[src/rtl/zmd_pkg.sv]
package zmd_pkg;
  typedef enum logic [1:0] {
    ZM_WORD = 2'b00,
    ZM_OVS  = 2'b01,
    ZM_BITS = 2'b10,
    ZM_RSV  = 2'b11
  } zmd_mode_e;

  localparam logic [7:0] ZM_MUTE_BYTE = 8'h69;
endpackage

[src/rtl/zmd_byte_tracker.sv]
module zmd_byte_tracker #(
  parameter int BYTE_W = 8,
  parameter logic [BYTE_W-1:0] PATTERN = 8'h69
) (
  input  logic clk,
  input  logic rst_n,
  input  logic clr,
  input  logic bit_vld,
  input  logic bit_in,
  output logic byte_evt,
  output logic byte_match
);
  localparam int POS_W = $clog2(BYTE_W);

  logic [BYTE_W-2:0] shreg;
  logic [POS_W-1:0]  pos;

  assign byte_evt   = bit_vld && (pos == POS_W'(BYTE_W - 1));
  assign byte_match = ({shreg, bit_in} == PATTERN);

  always_ff @(posedge clk) begin
    if (!rst_n || clr) begin
      shreg <= '0;
      pos   <= '0;
    end else if (bit_vld) begin
      shreg <= {shreg[BYTE_W-3:0], bit_in};
      pos   <= byte_evt ? '0 : pos + 1'b1;
    end
  end
endmodule

[src/rtl/zmd_run_counter.sv]
module zmd_run_counter #(
  parameter int CNT_W = 14
) (
  input  logic             clk,
  input  logic             rst_n,
  input  logic             clr,
  input  logic             evt,
  input  logic             quiet,
  input  logic [CNT_W-1:0] limit,
  output logic             full
);
  logic [CNT_W-1:0] cnt;

  assign full = (cnt == limit);

  always_ff @(posedge clk) begin
    if (!rst_n || clr) cnt <= '0;
    else if (evt) begin
      if (!quiet)            cnt <= '0;
      else if (cnt != limit) cnt <= cnt + 1'b1;
    end
  end

  assert_no_wrap_R6: assert property (@(posedge clk) disable iff (!rst_n)
    (evt && quiet && !clr && full) |=> full);

  assert_loud_clears_R5: assert property (@(posedge clk) disable iff (!rst_n)
    (evt && !quiet) |=> (cnt == '0));

  assert_rise_needs_item_R2: assert property (@(posedge clk) disable iff (!rst_n)
    $rose(full) |-> $past(evt && quiet));
endmodule

[src/rtl/zero_mute_detect.sv]
module zero_mute_detect
  import zmd_pkg::*;
#(
  parameter int SAMPLE_W   = 24,
  parameter int WORD_LIMIT = 1024,
  parameter int OVS_LIMIT  = 8192,
  parameter int BITS_LIMIT = 7776
) (
  input  logic                clk,
  input  logic                rst_n,
  input  logic [1:0]          mode,
  input  logic                flag_active_low,
  input  logic                pcm_valid,
  output logic                pcm_ready,
  input  logic [SAMPLE_W-1:0] pcm_left,
  input  logic [SAMPLE_W-1:0] pcm_right,
  input  logic                dsd_valid,
  output logic                dsd_ready,
  input  logic                dsd_left,
  input  logic                dsd_right,
  output logic                zero_left,
  output logic                zero_right
);
  localparam int MAX_A = (WORD_LIMIT > OVS_LIMIT) ? WORD_LIMIT : OVS_LIMIT;
  localparam int MAX_L = (MAX_A > BITS_LIMIT) ? MAX_A : BITS_LIMIT;
  localparam int CNT_W = $clog2(MAX_L + 1);
  localparam int NCH   = 2;

  zmd_mode_e        mode_q;
  logic             mode_chg;
  logic             in_bits;
  logic [CNT_W-1:0] limit;
  logic             word_acc;
  logic             bit_acc;
  logic [NCH-1:0][SAMPLE_W-1:0] samp;
  logic [NCH-1:0]   bit_a;
  logic [NCH-1:0]   full_a;

  assign pcm_ready = 1'b1;
  assign dsd_ready = 1'b1;

  always_ff @(posedge clk) begin
    if (!rst_n) mode_q <= ZM_WORD;
    else        mode_q <= zmd_mode_e'(mode);
  end

  assign mode_chg = (mode != mode_q);
  assign in_bits  = (mode_q == ZM_BITS);
  assign word_acc = pcm_valid && !in_bits && !mode_chg;
  assign bit_acc  = dsd_valid && in_bits && !mode_chg;

  always_comb begin
    unique case (mode_q)
      ZM_OVS:  limit = CNT_W'(OVS_LIMIT);
      ZM_BITS: limit = CNT_W'(BITS_LIMIT);
      default: limit = CNT_W'(WORD_LIMIT);
    endcase
  end

  assign samp  = {pcm_right, pcm_left};
  assign bit_a = {dsd_right, dsd_left};

  for (genvar ch = 0; ch < NCH; ch++) begin : g_ch
    logic byte_evt, byte_match, evt, quiet;

    zmd_byte_tracker #(.BYTE_W(8), .PATTERN(ZM_MUTE_BYTE)) u_trk (
      .clk(clk), .rst_n(rst_n), .clr(mode_chg),
      .bit_vld(bit_acc), .bit_in(bit_a[ch]),
      .byte_evt(byte_evt), .byte_match(byte_match)
    );

    assign evt   = in_bits ? byte_evt : word_acc;
    assign quiet = in_bits ? byte_match : (samp[ch] == '0);

    zmd_run_counter #(.CNT_W(CNT_W)) u_cnt (
      .clk(clk), .rst_n(rst_n), .clr(mode_chg),
      .evt(evt), .quiet(quiet), .limit(limit), .full(full_a[ch])
    );
  end

  assign zero_left  = full_a[0] ^ flag_active_low;
  assign zero_right = full_a[1] ^ flag_active_low;

  assert_mode_clear_R9: assert property (@(posedge clk) disable iff (!rst_n)
    mode_chg |=> (full_a == '0));

  assert_idle_port_R10: assert property (@(posedge clk) disable iff (!rst_n)
    (!mode_chg && !word_acc && !bit_acc) |=> $stable(full_a));
endmodule

[config.mk]
export PLATFORM = sky130hd
export DESIGN_NAME = zero_mute_detect
export DESIGN_NICKNAME = d
export VERILOG_FILES = /design/src/rtl/zmd_pkg.sv /design/src/rtl/zmd_byte_tracker.sv /design/src/rtl/zmd_run_counter.sv /design/src/rtl/zero_mute_detect.sv
export SDC_FILE = /design/constraint.sdc
export NUM_CORES = 1
export LEC_CHECK = 0
export BUFFER_PORTS_ARGS = -buffer_cell sky130_fd_sc_hd__buf_2
export CAP_MARGIN = 20
export CORE_ASPECT_RATIO = 1.1
export CORE_MARGIN = 8
export CORE_UTILIZATION = 45
export DETAILED_ROUTE_END_ITERATION = 10
export HOLD_SLACK_MARGIN = 0.03
export PLACE_DENSITY_LB_ADDON = 0.15
export SYNTH_ARGS = -nofsm -noshare
export SYNTH_HDL_FRONTEND = slang
export SYNTH_SLANG_ARGS = --single-unit
[constraint.sdc]
create_clock -name clk -period 6.2 [get_ports clk]
set_input_delay 1.86 -clock clk [delete_from_list [all_inputs] [get_ports clk]]
set_output_delay 1.86 -clock clk [all_outputs]
set_load 0.02 [all_outputs]
==> results of run 1 <==
## layout by cell type (no fill, tap or decap), types with 3 or more instances in the layout
| cell type | instances |
|---|---|
| sky130_fd_sc_hd__nand3_1 | 28 |
| sky130_fd_sc_hd__o31ai_1 | 17 |
| sky130_fd_sc_hd__nand2_1 | 57 |
| sky130_fd_sc_hd__and2_1 | 3 |
| sky130_fd_sc_hd__nor4_1 | 13 |
| sky130_fd_sc_hd__nor3_1 | 8 |
| sky130_fd_sc_hd__nand4_1 | 7 |
| sky130_fd_sc_hd__nor2_1 | 9 |
| sky130_fd_sc_hd__ha_1 | 8 |
| sky130_fd_sc_hd__buf_2 | 58 |
| sky130_fd_sc_hd__and3_1 | 4 |
| sky130_fd_sc_hd__o21ai_1 | 7 |
| sky130_fd_sc_hd__nand3b_1 | 4 |
| sky130_fd_sc_hd__a21o_1 | 3 |
| sky130_fd_sc_hd__inv_1 | 9 |
| sky130_fd_sc_hd__o211ai_1 | 9 |
| sky130_fd_sc_hd__a211oi_1 | 3 |
| sky130_fd_sc_hd__or4_1 | 3 |
| sky130_fd_sc_hd__a21oi_1 | 22 |
| sky130_fd_sc_hd__clkbuf_8 | 5 |
| sky130_fd_sc_hd__xnor2_1 | 4 |
| sky130_fd_sc_hd__o21ai_0 | 3 |
| sky130_fd_sc_hd__or3_1 | 4 |
| sky130_fd_sc_hd__dfxtp_1 | 50 |
| sky130_fd_sc_hd__nor4bb_1 | 3 |
## registers in the layout, indices dropped and copies added, names as in the netlist
register          flops
g_ch.u_cnt.cnt       28
g_ch.u_trk.shreg     14
g_ch.u_trk.pos        6
mode_q                2
## power by group through the flow
stage | Clock (µW) | Combinational [µW] | Sequential [µW]
floorplan | 0 | 25.1 | 330
global placement | 0 | 47.4 | 331
detailed placement | 0 | 47.9 | 331
CTS | 199 | 48.0 | 323
global route | 210 | 52.7 | 323
finish | 191 | 47.7 | 323
## worst register-to-register path, cell delays in order (launching register included)
cell                       delay, ps
sky130_fd_sc_hd__dfxtp_1         450
sky130_fd_sc_hd__and3b_1         630
sky130_fd_sc_hd__nand2_1         200
sky130_fd_sc_hd__a21oi_4         360
sky130_fd_sc_hd__a31oi_1         450
sky130_fd_sc_hd__o311ai_0        250
sky130_fd_sc_hd__o21ai_1         100
## cell type report
| cell class | count | share of cell area |
|---|---|---|
| clock buffers | 5 | 0.0224 |
| clock inverters | 3 | 0.00693 |
| well taps | 77 | 0.0314 |
| repair buffers | 59 | 0.0970 |
| flip-flops and latches | 50 | 0.326 |
| multi-input cells | 251 | 0.505 |
| inverters | 9 | 0.0110 |
## metrics by stage
step	power, µW	hold WS [ps]	setup slack [ps]	utilization	area (µm²)
floorplan	355	431	2100	-	2660
detailed placement	378	450	2040	0.520	2980
global route	586	494	1980	0.536	3070
finish	561	459	2040	0.536	3070
CTS	570	463	2030	0.536	3070
global placement	378	443	2050	0.520	2980
## cell families (layout without fill, tap and decap cells)
group,after synthesis,after routing,share of synthesized area
AO/OA/AOI/OAI,73,73,0.193
adder cells (fa/ha/maj),8,8,0.0377
AND/OR/NAND/NOR,164,164,0.338
flip-flops,50,50,0.377
buffers and inverters,23,76,0.0405
other,1,2,0.00141
XOR/XNOR,4,4,0.0132
## layer usage
metal	global-route usage	routed length (µm)
met2	0.294	3280
met4	0.0458	47
met5	0	0
met3	0.0288	273
met1	0.188	2890
## worst max-delay path by stage
stage               depth (start not counted)  slack (ps)         end
floorplan                                   1        2100   zero_left
global placement                            3        2050   zero_left
detailed placement                          3        2040  zero_right
CTS                                         3        2030  zero_right
global route                                3        1980  zero_right
finish                                      3        2040  zero_right
==> results, run 1 <==
- The flow ran to the end, and the final reports show no timing, DRC or antenna violations.
- Of the total power, the clock network draws 0.340.
- The number of cells produced by synthesis is 323.
- The total count of max-transition violations in the final report came to 0.
- The H-tree was split into 2 levels.
- The first global-routing pass estimated 11.1 mm of wire.
- In this run the worst setup path begins at flag_active_low.
- The horizontal die dimension is 89.3 µm.
- Setup repair after global routing left no endpoint under its margin.
- The end of the worst register-to-register path is g_ch[0].u_cnt.cnt[13].
- Clock-pin slew was measured on the worst setup and hold paths at 90 ps.
- The area of all sequential standard cells is 1000 µm².
- STA classifies the critical path endpoint as an output port.
- The number of sinks driven by the clock tree is 50.
- Including well taps, the total number of placed cells is 446.
- TritonCTS created 5 clock buffers.
- The post-detailed-route count of antenna-violating nets is 0.
- The number of synthesis warnings is 0.
- The sequential element share of the synthesized area is 0.377.
- In this run the vertical extent of the chip is 96.6 µm.
- The most common cell in the netlist is sky130_fd_sc_hd__nand2_1.
- The number of standard cells in the final layout excluding fillers is 454.
- Of all nets on the critical path, the largest fanout is 2.
- The number of cells traversed by the worst register-to-register path is 6.
- In this run the tightest slew margin relative to its limit is 0.277.
- The final route contains 2523 vias.
- Of the post-synthesis cell area, the dominant cell type holds 0.377.
- Port buffering added 58 buffers.
- The internal power of the cells totals 421 µW.
- The hold violation count in the final report is 0.
- The start-to-end type of the worst setup path is in -> out.
- The core region is 5730 µm².
- The sum of negative setup slack is 0 ps.
- The final count of negative-setup-slack endpoints is 0.
- The number of rows created at floorplan is 29.
- The clock latency reported for the late side of the worst-skew pair is 300 ps.
- The worst hold path cell count is 2.
- The average cell area after synthesis is 8.22 µm².
- Yosys attributes the largest share of cell area to sky130_fd_sc_hd__dfxtp_1 (38%), sky130_fd_sc_hd__nand2_1 (8.1%), sky130_fd_sc_hd__nand3_1 (5.3%).
- The number of antenna diodes in the final layout is 0.
- By count the netlist is led by sky130_fd_sc_hd__nand2_1 (57), sky130_fd_sc_hd__dfxtp_1 (50), sky130_fd_sc_hd__nand3_1 (28).
- The startpoint of the lowest-slack hold path is g_ch[0].u_trk.pos[1].
- Of all flip-flops after synthesis, the portion carrying an async set or reset was 0.
- The maximum clock skew at final layout is 3.92 ps.
- The family with the most delay on the worst path is buffers and inverters.
- The peak clock frequency supported by timing is 0.240 GHz.
- The transition time at the pin with the least slew margin is 1080 ps.
- The data required time of the critical path is 4340 ps.
- The cell area after technology mapping is 2660 µm².
- For this design, the slowest cell found on the critical path is sky130_fd_sc_hd__buf_2.
- The CTS tree is done.
- The final estimated routing congestion in global placement is 0.843.
- The number of antenna violations at the first check in global routing is 0.
- For hold timing, the worst endpoint is g_ch[0].u_trk.pos[1].
- Among all flip-flop cells after synthesis, the most frequent one is sky130_fd_sc_hd__dfxtp_1.
- The final layout contains 441 nets.
- The launching point of the worst reg2reg path is mode_q[1].
- Counting along the longest clock path gives a buffer depth of 2.
- Summed over all nets, the switching power comes to 140 µW.
- The number of gates resized after CTS was 0.
- After detailed routing, the average wire length per cell comes to 14.3 µm.
- During I/O placement, the number of pins put on the boundary was 61.
- Together, buffers and inverters on the worst path number 2.
- Summed over all cells, the static leakage comes to 0.00109 µW.
- The share of total power dissipated in combinational logic is 0.085.
- Of the total power, registers draw 0.575.
- Entering global routing, the biggest net connects 31 pins.
- The pre-antenna-repair detailed-routing pass consisted of 4 iterations.
- Max-cap violations in this run came to 0.
- The layout overhead on the synthesized area is 15.6%.
- The clock period could shrink to 4160 ps.
- Walking the worst path, the cells encountered are buf_2 -> xnor2_1 -> buf_2.
- The largest single stage delay on the critical path is 180 ps.
- The number of flops mapped to enable cells by yosys is 0.
- The routed design has 6.49 mm of wire.
- The path type of the worst min-delay path is reg -> reg.
- The setup check on the worst reg-to-reg path leaves a slack of 3650 ps.
- The estimated wirelength of the detail-placed design is 4.90 mm.
- The via count of the first global-routing pass is 2464.
- In the final layout, the multi-input gates occupy 1550 µm².
- Counting the fill cells in the layout gives 585.
- Counting stages on the worst path, the most repeated cell is sky130_fd_sc_hd__buf_2.
- The power density normalized to cell area is 183 nW/µm².
- Counting flops and latches in the post-synthesis netlist gives 50.
- The synthesized netlist contains 54 unique library cells.
- The floorplan step defined a die boundary enclosing 8620 µm².
- The number of setup buffers added after CTS is 0.
- The total global routing overflow is 0.
- Of the total power, the share spent switching nets is 0.250.
- The CTS root buffer is sky130_fd_sc_hd__clkbuf_8.
- The number of hold buffers added after cts is 0.
- The initial utilization of the core area, before any placement, comes to 0.463.
- The total global routing track utilization is 0.162.
- The starting DRC count in detailed routing is 102.
- Of all cell types, the one taking the most synthesized area is sky130_fd_sc_hd__dfxtp_1.
- The via density per instance is 5.56.
- STA classifies the critical path startpoint as an input pin.
- The fraction of layout cells with a size suffix above 1 is 0.215.
- The final worst-path cycle share is 0.671.
- Across the VDD grid, the largest voltage drop is 0.0973 mV.
- The remaining design rule violation count is 0.
- Data on the critical path arrives at its endpoint at 2300 ps.
Note: power is estimated with default switching activity, not from simulation.
==> run 2: changes to the inputs <==
ABC_AREA = 1   (was not set)
clock period = 4.2 ns   (was 6.2 ns; I/O delays follow)
==> results, run 2 <==
- The number of flops mapped to enable cells by yosys is 0.
- The path type of the worst min-delay path is reg -> reg.
- The final estimated routing congestion in global placement is 0.841.
- The fraction of the mapped netlist area in adder cells is 0.0306.
- In this run the power density over the cells is 239 nW/µm².
- Summing every instance area after synthesis gives 3270 µm².
- Leaving out fill and tap cells, the most frequent cell in the layout is sky130_fd_sc_hd__nand2_1.
- Once the clock tree was built, the resizer swapped 0 gates to a different size.
- The data required time of the critical path is 2940 ps.
- The library cells used most frequently in the layout, excluding fill and tap cells, are sky130_fd_sc_hd__nand2_1 (140), sky130_fd_sc_hd__nor2_1 (105), sky130_fd_sc_hd__buf_2 (58).
- The die is 97.3 µm wide.
- Counting every sink on the clock net gives 50.
- Dividing the detail-routed wire length by the instance count gives 11.9 µm.
- The final critical delay including setup and external delays is 3010 ps.
- The fraction of layout cells with a size suffix above 1 is 0.151.
- Of the post-synthesis cell area, the part taken by muxes is 0.
- The largest registers in the layout are g_ch.u_cnt.cnt (28), g_ch.u_trk.shreg (14), g_ch.u_trk.pos (6).
- In the finished design, the share of the clock period the worst path needs comes to 0.718.
- The number of distinct library cells after synthesis is 32.
- In the synthesized netlist, the cells that appear most often are sky130_fd_sc_hd__nand2_1 (140), sky130_fd_sc_hd__nor2_1 (105), sky130_fd_sc_hd__inv_1 (51).
- The total inserted antenna cells is 0.
- The total iterations of the first detailed-routing run is 4.
- The category of the worst setup path capture point is an output port.
- Port buffering added 58 buffers.
- After clock tree synthesis, the flow added hold-fix buffers numbering 0.
- The largest net degree at the start of global routing is 26.
- The startpoint of the lowest-slack hold path is g_ch[0].u_trk.shreg[1].
- The H-tree generated during clock tree synthesis spans 2 levels.
- The dominant cell type by area after synthesis is sky130_fd_sc_hd__dfxtp_1.
- The via count of the first global-routing pass is 3077.
- The number of nets in the finished design is 645.
- The flow ran to the end, and the final reports show no timing, DRC or antenna violations.
- The simple-gate portion of the synthesized area is 0.417.
- The number of antenna violations at the first check in global routing is 0.
- The first-pass GRT wire length is 13.9 mm.
- Setup repair after global routing left no endpoint under its margin.
- Max-cap violations in this run came to 0.
- The critical path startpoint category is a flip-flop.
- The data arrival at the endpoint of the critical path is 1750 ps.
- The later pin in the worst-skew pair is clocked with a latency of 310 ps.
- The fraction of post-synthesis cell area in the top cell type by area is 0.306.
- The layout overhead on the synthesized area is 12.0%.
- The number of rows created at floorplan is 32.
- In the global route stage, overall resource usage came out at 0.155.
- The HPWL after detailed placement is 6.03 mm.
- The CTS root buffer is sky130_fd_sc_hd__clkbuf_8.
- The worst register-to-register path begins at mode_q[1].
- The sum of negative setup slack is 0 ps.
- The starting DRC count in detailed routing is 116.
- Clock skew on the completed layout was measured at 9.02 ps.
- VDD sags by at most 0.122 mV.
- The fraction of the mapped netlist area in compound gates is 0.0976.
- The final core utilization is 0.520.
- In this run the post-CTS setup repair buffer count came out at 0.
- TritonCTS built the clock tree.
- The peak clock frequency supported by timing is 0.332 GHz.
- The xor-xnor portion of the synthesized cell area is 0.0455.
- The die covers 10300 µm².
- The number of cells traversed by the worst register-to-register path is 5.
- The maximum count of clock buffers along a single path is 2.
- The sequential element share of the synthesized area is 0.306.
- Synthesis produced 529 cells.
- The detailed-route wire length is 7.93 mm.
- Tracing the worst setup path back leads to its startpoint at g_ch[0].u_cnt.cnt[0].
- For this run, design rule violations remaining after detail routing come to 0.
- The floorplan step set the die height to 105 µm.
- After clock tree synthesis, the clock-pin slew on the worst setup and hold paths is 110 ps.
- The post-detailed-route count of antenna-violating nets is 0.
- Counting flops with an async set or reset pin after synthesis yields a share of 0.
- By startpoint and endpoint, the worst setup path is classified as reg -> out.
- The total of flip-flops plus latches after synthesis is 50.
- In the routed layout, each cell is associated on average with a via count of 4.94.
- The combinational family with the most area after synthesis is simple AND/OR/NAND/NOR gates.
- The hold violation count in the final report was 0.
- The register with the most flip-flops in the layout has 28 of them.
- The final count of negative-setup-slack endpoints is 0.
- The total count of max-transition violations in the final report is 0.
- In this run the static leakage power is 0.00156 µW.
- The most used flip-flop cell after synthesis is sky130_fd_sc_hd__dfxtp_1.
- The most common cell in the netlist is sky130_fd_sc_hd__nand2_1.
- The number of clock buffers inserted by TritonCTS is 5.
- The I/O pin count is 61.
- Sorting the synthesized cells by area gives the leading types as sky130_fd_sc_hd__dfxtp_1 (31%), sky130_fd_sc_hd__nand2_1 (16%), sky130_fd_sc_hd__nor2_1 (12%).
- Along the worst path, the maximum fanout reaches 5.
- The total global routing overflow is 0.
- Yosys printed 0 warnings.
- Measured against its own limit, the worst slew margin works out to 0.341.
- The detailed router placed 3293 vias in this run.
- The transition time at the pin with the least slew margin is 985 ps.
- The initial core utilization is 0.464.
- The worst hold path cell count is 2.
- The standard cell core area is 7050 µm².
- The average instance in the mapped netlist occupies 6.18 µm².
- The register containing the most flip-flops in the final layout is g_ch.u_cnt.cnt.
==> run 2: cell types whose count changed in the layout (fill, tap and decap cells not counted), sizes merged, moves of 10 or more <==
cell / previous run / this run
o31ai: 17 / 0
nor2: 9 / 108
nand2: 57 / 148
xor2: 0 / 15
nor4: 14 / 0
inv: 9 / 60
nand3: 30 / 47
o21ai: 10 / 20
==> run 2: where the power goes <==
| group | internal [µW] | total, µW | switching (µW) |
|---|---|---|---|
| logic | 33.8 | 93.3 | 59.4 |
| registers | 476 | 479 | 2.37 |
| clock network | 125 | 302 | 178 |
==> run 2: worst max-delay path, stage by stage (launching register included) <==
cell                      delay [ps]
sky130_fd_sc_hd__dfxtp_1         370
sky130_fd_sc_hd__inv_1           120
sky130_fd_sc_hd__ha_1            150
sky130_fd_sc_hd__nand2_1          50
sky130_fd_sc_hd__nor2_1          140
sky130_fd_sc_hd__nand2_1         110
sky130_fd_sc_hd__nor2_4          190
sky130_fd_sc_hd__xor2_1          150
sky130_fd_sc_hd__buf_2           170
==> run 2: path summary, 6_finish.rpt <==
path                            endpoint  slack (ps)
hold / removal    g_ch[0].u_trk.shreg[1]         480
hold reg to reg   g_ch[0].u_trk.shreg[1]         480
setup reg to reg  g_ch[0].u_trk.shreg[5]        2030
setup / recovery               zero_left        1190
==> run 2: final cells by class <==
class                           count  area [µm²]
Inverter                           58         220
Clock buffer                        5        68.8
Sequential cell                    50        1000
Fill cell                         752        3380
Multi-Input combinational cell    406        1940
Tap cell                           85         106
Clock inverter                      3        28.8
Timing Repair Buffer               59         298
==> run 2: metrics by stage <==
step	setup slack [ps]	instances	area, µm²	hold WS [ps]	total power [µW]
floorplan	1330	530	3270	443	550
finish	1190	666	3660	477	874
global route	1050	666	3660	500	921
CTS	1160	666	3660	479	891
global placement	1250	658	3560	455	581
detailed placement	1260	658	3560	464	583
==> run 2: cell families (layout without fill, tap and decap cells) <==
group / after synthesis / after routing
AO/OA/AOI/OAI: 60 / 60
XOR/XNOR: 17 / 17
other: 1 / 2
adder cells (fa/ha/maj): 8 / 8
buffers and inverters: 74 / 125
AND/OR/NAND/NOR: 319 / 319
flip-flops: 50 / 50
==> run 2: metal layers <==
layer  track usage  vias to the layer above  share of wire
met5             0                        -              0
met4        0.0412                        0         0.0061
met3        0.0366                        4          0.058
met2         0.276                       64           0.49
met1         0.182                     1453           0.44
li1              -                     1772              -
==> run 3: changes to the inputs <==
ABC_AREA = 0   (was 1)
clock period = 3.1 ns   (was 4.2 ns; I/O delays follow)
==> results, run 3 (synthesis results as in run 1) <==
- The routed length per instance is 14.3 µm.
- The clock-pin slew on the worst setup and hold paths is 100 ps.
- Summed over all layers, the routed wires come to 6.58 mm.
- Across all setup checks in the final design, the least slack found is 175 ps.
- The initial core utilization is 0.463.
- TritonCTS built the clock tree.
- The register with the most flip-flops in the layout has 28 of them.
- The data required time of the critical path is 2170 ps.
- The run finished with clean final reports.
- The total met2 wirelength after detailed routing is 3.36 mm.
- The port buffer count is 58.
- In the final layout, the registers with the most flip-flops are g_ch.u_cnt.cnt (28), g_ch.u_trk.shreg (14), g_ch.u_trk.pos (6).
- The fraction of layout cells with a size suffix above 1 is 0.230.
- Routability-driven placement finished with a final weighted congestion of 0.822.
- The peak supply drop is 0.227 mV.
- Setup violations remaining at the end of the flow were counted as 0.
- More flip-flops sit in one register than any other, and that register is g_ch.u_cnt.cnt.
- The switching power summed over all nets is 294 µW.
- Data on the critical path arrives at its endpoint at 1990 ps.
- The die is 89.3 µm wide.
- The largest fanout of any net on the critical path is 6.
- The clock latency reported for the late side of the worst-skew pair is 310 ps.
- The worst-case setup slack after placement is 408 ps.
- The start-to-end type of the worst setup path is reg -> out.
- The number of antenna violations at the first check in global routing is 0.
- The number of max-cap violations is 0.
- Entering global routing, the biggest net connects 23 pins.
- The total global routing overflow is 0.
- Setup repair after global routing left no endpoint under its margin.
- The number of rows created at floorplan is 29.
- No sink is reached through more buffers than the 2 on the longest clock path.
- The power share of the sequential group is 0.527.
- The remaining design rule violation count is 0.
- The detailed router placed 2530 vias in this run.
- The total count of max-transition violations in the final report is 0.
- The sum of negative setup slack is 0 ps.
- The number of hold buffers added after cts is 0.
- In the finished design, the share of the clock period the worst path needs comes to 0.944.
- The first-pass GRT wire length is 11.1 mm.
- The H-tree was split into 2 levels.
- The number of clock buffers inserted by TritonCTS is 5.
- The CTS root buffer is sky130_fd_sc_hd__clkbuf_8.
- The tightest min-delay check is of the reg -> reg type.
- The maximum clock skew at final layout is 8.05 ps.
- The total global routing track utilization is 0.162.
- The number of cells traversed by the worst register-to-register path is 6.
- The switching power as a share of total power is 0.240.
- The total area of multi-input combinational cells is 1560 µm².
- The repair_antennas step left the layout with diodes totalling 0.
- The count of cell instances traversed by the critical path is 5.
- The worst hold path cell count is 2.
- The delay of the slowest cell on the worst path is 490 ps.
- After routing the design area is 3150 µm².
- The area after detailed placement is 3000 µm².
- The most common cell after layout, fill and taps aside is sky130_fd_sc_hd__buf_2.
- The tree built by TritonCTS fans out to 50 sinks.
- The die area is 8620 µm².
- The total iterations of the first detailed-routing run is 4.
- The cell-internal power is 933 µW.
- The area of all sequential standard cells is 1000 µm².
- The wire length on met1 is 2.93 mm.
- The power density normalized to cell area is 390 nW/µm².
- The post-detailed-route count of antenna-violating nets is 0.
- The number of buffer and inverter stages on the critical path is 1.
- Subtracting the final worst setup slack from the clock period gives 2920 ps.
- The estimated wirelength of the detail-placed design is 4.99 mm.
- Measured along the y axis, the die boundary spans 96.6 µm.
- The area growth from synthesis to layout is 18.4%.
- The transition time at the pin with the least slew margin is 714 ps.
- In the layout the commonest cells are sky130_fd_sc_hd__buf_2 (58), sky130_fd_sc_hd__nand2_1 (57), sky130_fd_sc_hd__dfxtp_1 (50).
- The I/O pin count is 61.
- The critical path startpoint category is a flip-flop.
- Measured against its own limit, the worst slew margin works out to 0.523.
- The standby leakage power is 0.00113 µW.
- The combinational share of power is 0.081.
- The hold violation count in the final report is 0.
- The via density per instance is 5.51.
- The family with the most delay on the worst path is simple AND/OR/NAND/NOR gates.
- The wire length on met3 is 229 µm.
- The number of fillers in the final layout is 541.
- The total area inside the core boundary comes to 5730 µm².
- The final core utilization is 0.549.
- In the final design database the tool counted 446 nets.
- Routed signal wires occupy layers up through met4.
- Based on the critical path, the design can be clocked at up to 0.342 GHz.
- Walking the worst path, the cells encountered are or4bb_1 -> o21ai_1 -> o2111ai_4 -> xnor2_1 -> buf_2.
- The starting DRC count in detailed routing is 148.
- On the critical path, the stage with the largest delay is an instance of sky130_fd_sc_hd__or4bb_1.
- The share of total power dissipated in the clock network is 0.392.
- The via count of the first global-routing pass was 2437.
- The category of the worst setup path capture point is an output port.
## run 3: changes by cell type in the layout (fill, tap and decap cells not counted), sizes merged, moves of 5 or more
cell	change
buf	+5
a21oi	-7
o31ai	+17
nor4	+14
nand3	-17
nor2	-99
xor2	-15
inv	-49
o211ai	+8
nand2	-91
o21ai	-10
## run 3: metal layers
| layer | global-route usage | vias up |
|---|---|---|
| met4 | 0.0513 | 0 |
| met1 | 0.192 | 1171 |
| met5 | 0 | - |
| met2 | 0.281 | 33 |
| li1 | - | 1321 |
| met3 | 0.0381 | 5 |
## run 3: worst paths after layout
| check | from | endpoint | slack, ps |
|---|---|---|---|
| worst max-delay path | mode_q[0] | zero_left | 180 |
| worst min-delay path | g_ch[0].u_trk.pos[1] | g_ch[0].u_trk.pos[1] | 460 |
| worst max register to register | mode_q[1] | g_ch[1].u_cnt.cnt[4] | 960 |
| worst min register to register | g_ch[0].u_trk.pos[1] | g_ch[0].u_trk.pos[1] | 460 |
## run 3: cell type report
type / count / share of cell area
inverters: 9 / 0.0107
repair buffers: 64 / 0.107
multi-input cells: 251 / 0.497
clock buffers: 5 / 0.0219
well taps: 77 / 0.0306
clock inverters: 3 / 0.0151
flip-flops and latches: 50 / 0.318
## run 3: through the flow
step | std cells | hold WS [ps] | total power, µW
after detailed placement | 449 | 449 | 760
after global routing | 459 | 493 | 1280
after floorplan | 324 | 431 | 711
after CTS | 457 | 463 | 1240
after global placement | 449 | 442 | 759
final | 459 | 460 | 1230
## run 3: timing repair
item                                    4_1_cts  5_1_grt
gates resized for setup                       0        2
buffers inserted                              0        2
endpoints found under the setup margin        0        2
## run 3: worst register-to-register path: stages (launching register included)
cell and delay [ps]:
sky130_fd_sc_hd__dfxtp_1 450, sky130_fd_sc_hd__and3b_1 340, sky130_fd_sc_hd__nand2_1 110, sky130_fd_sc_hd__a21oi_2 460, sky130_fd_sc_hd__and2_1 330, sky130_fd_sc_hd__nand2b_4 110, sky130_fd_sc_hd__o31ai_1 260
## run 3: power groups by stage
stage / clock network [µW] / registers, µW / logic, µW
floorplan: 0 / 661 / 50.2
global placement: 0 / 661 / 97.9
detailed placement: 0 / 661 / 99.2
CTS: 497 / 646 / 99.4
global route: 520 / 647 / 108
finish: 481 / 646 / 99.3
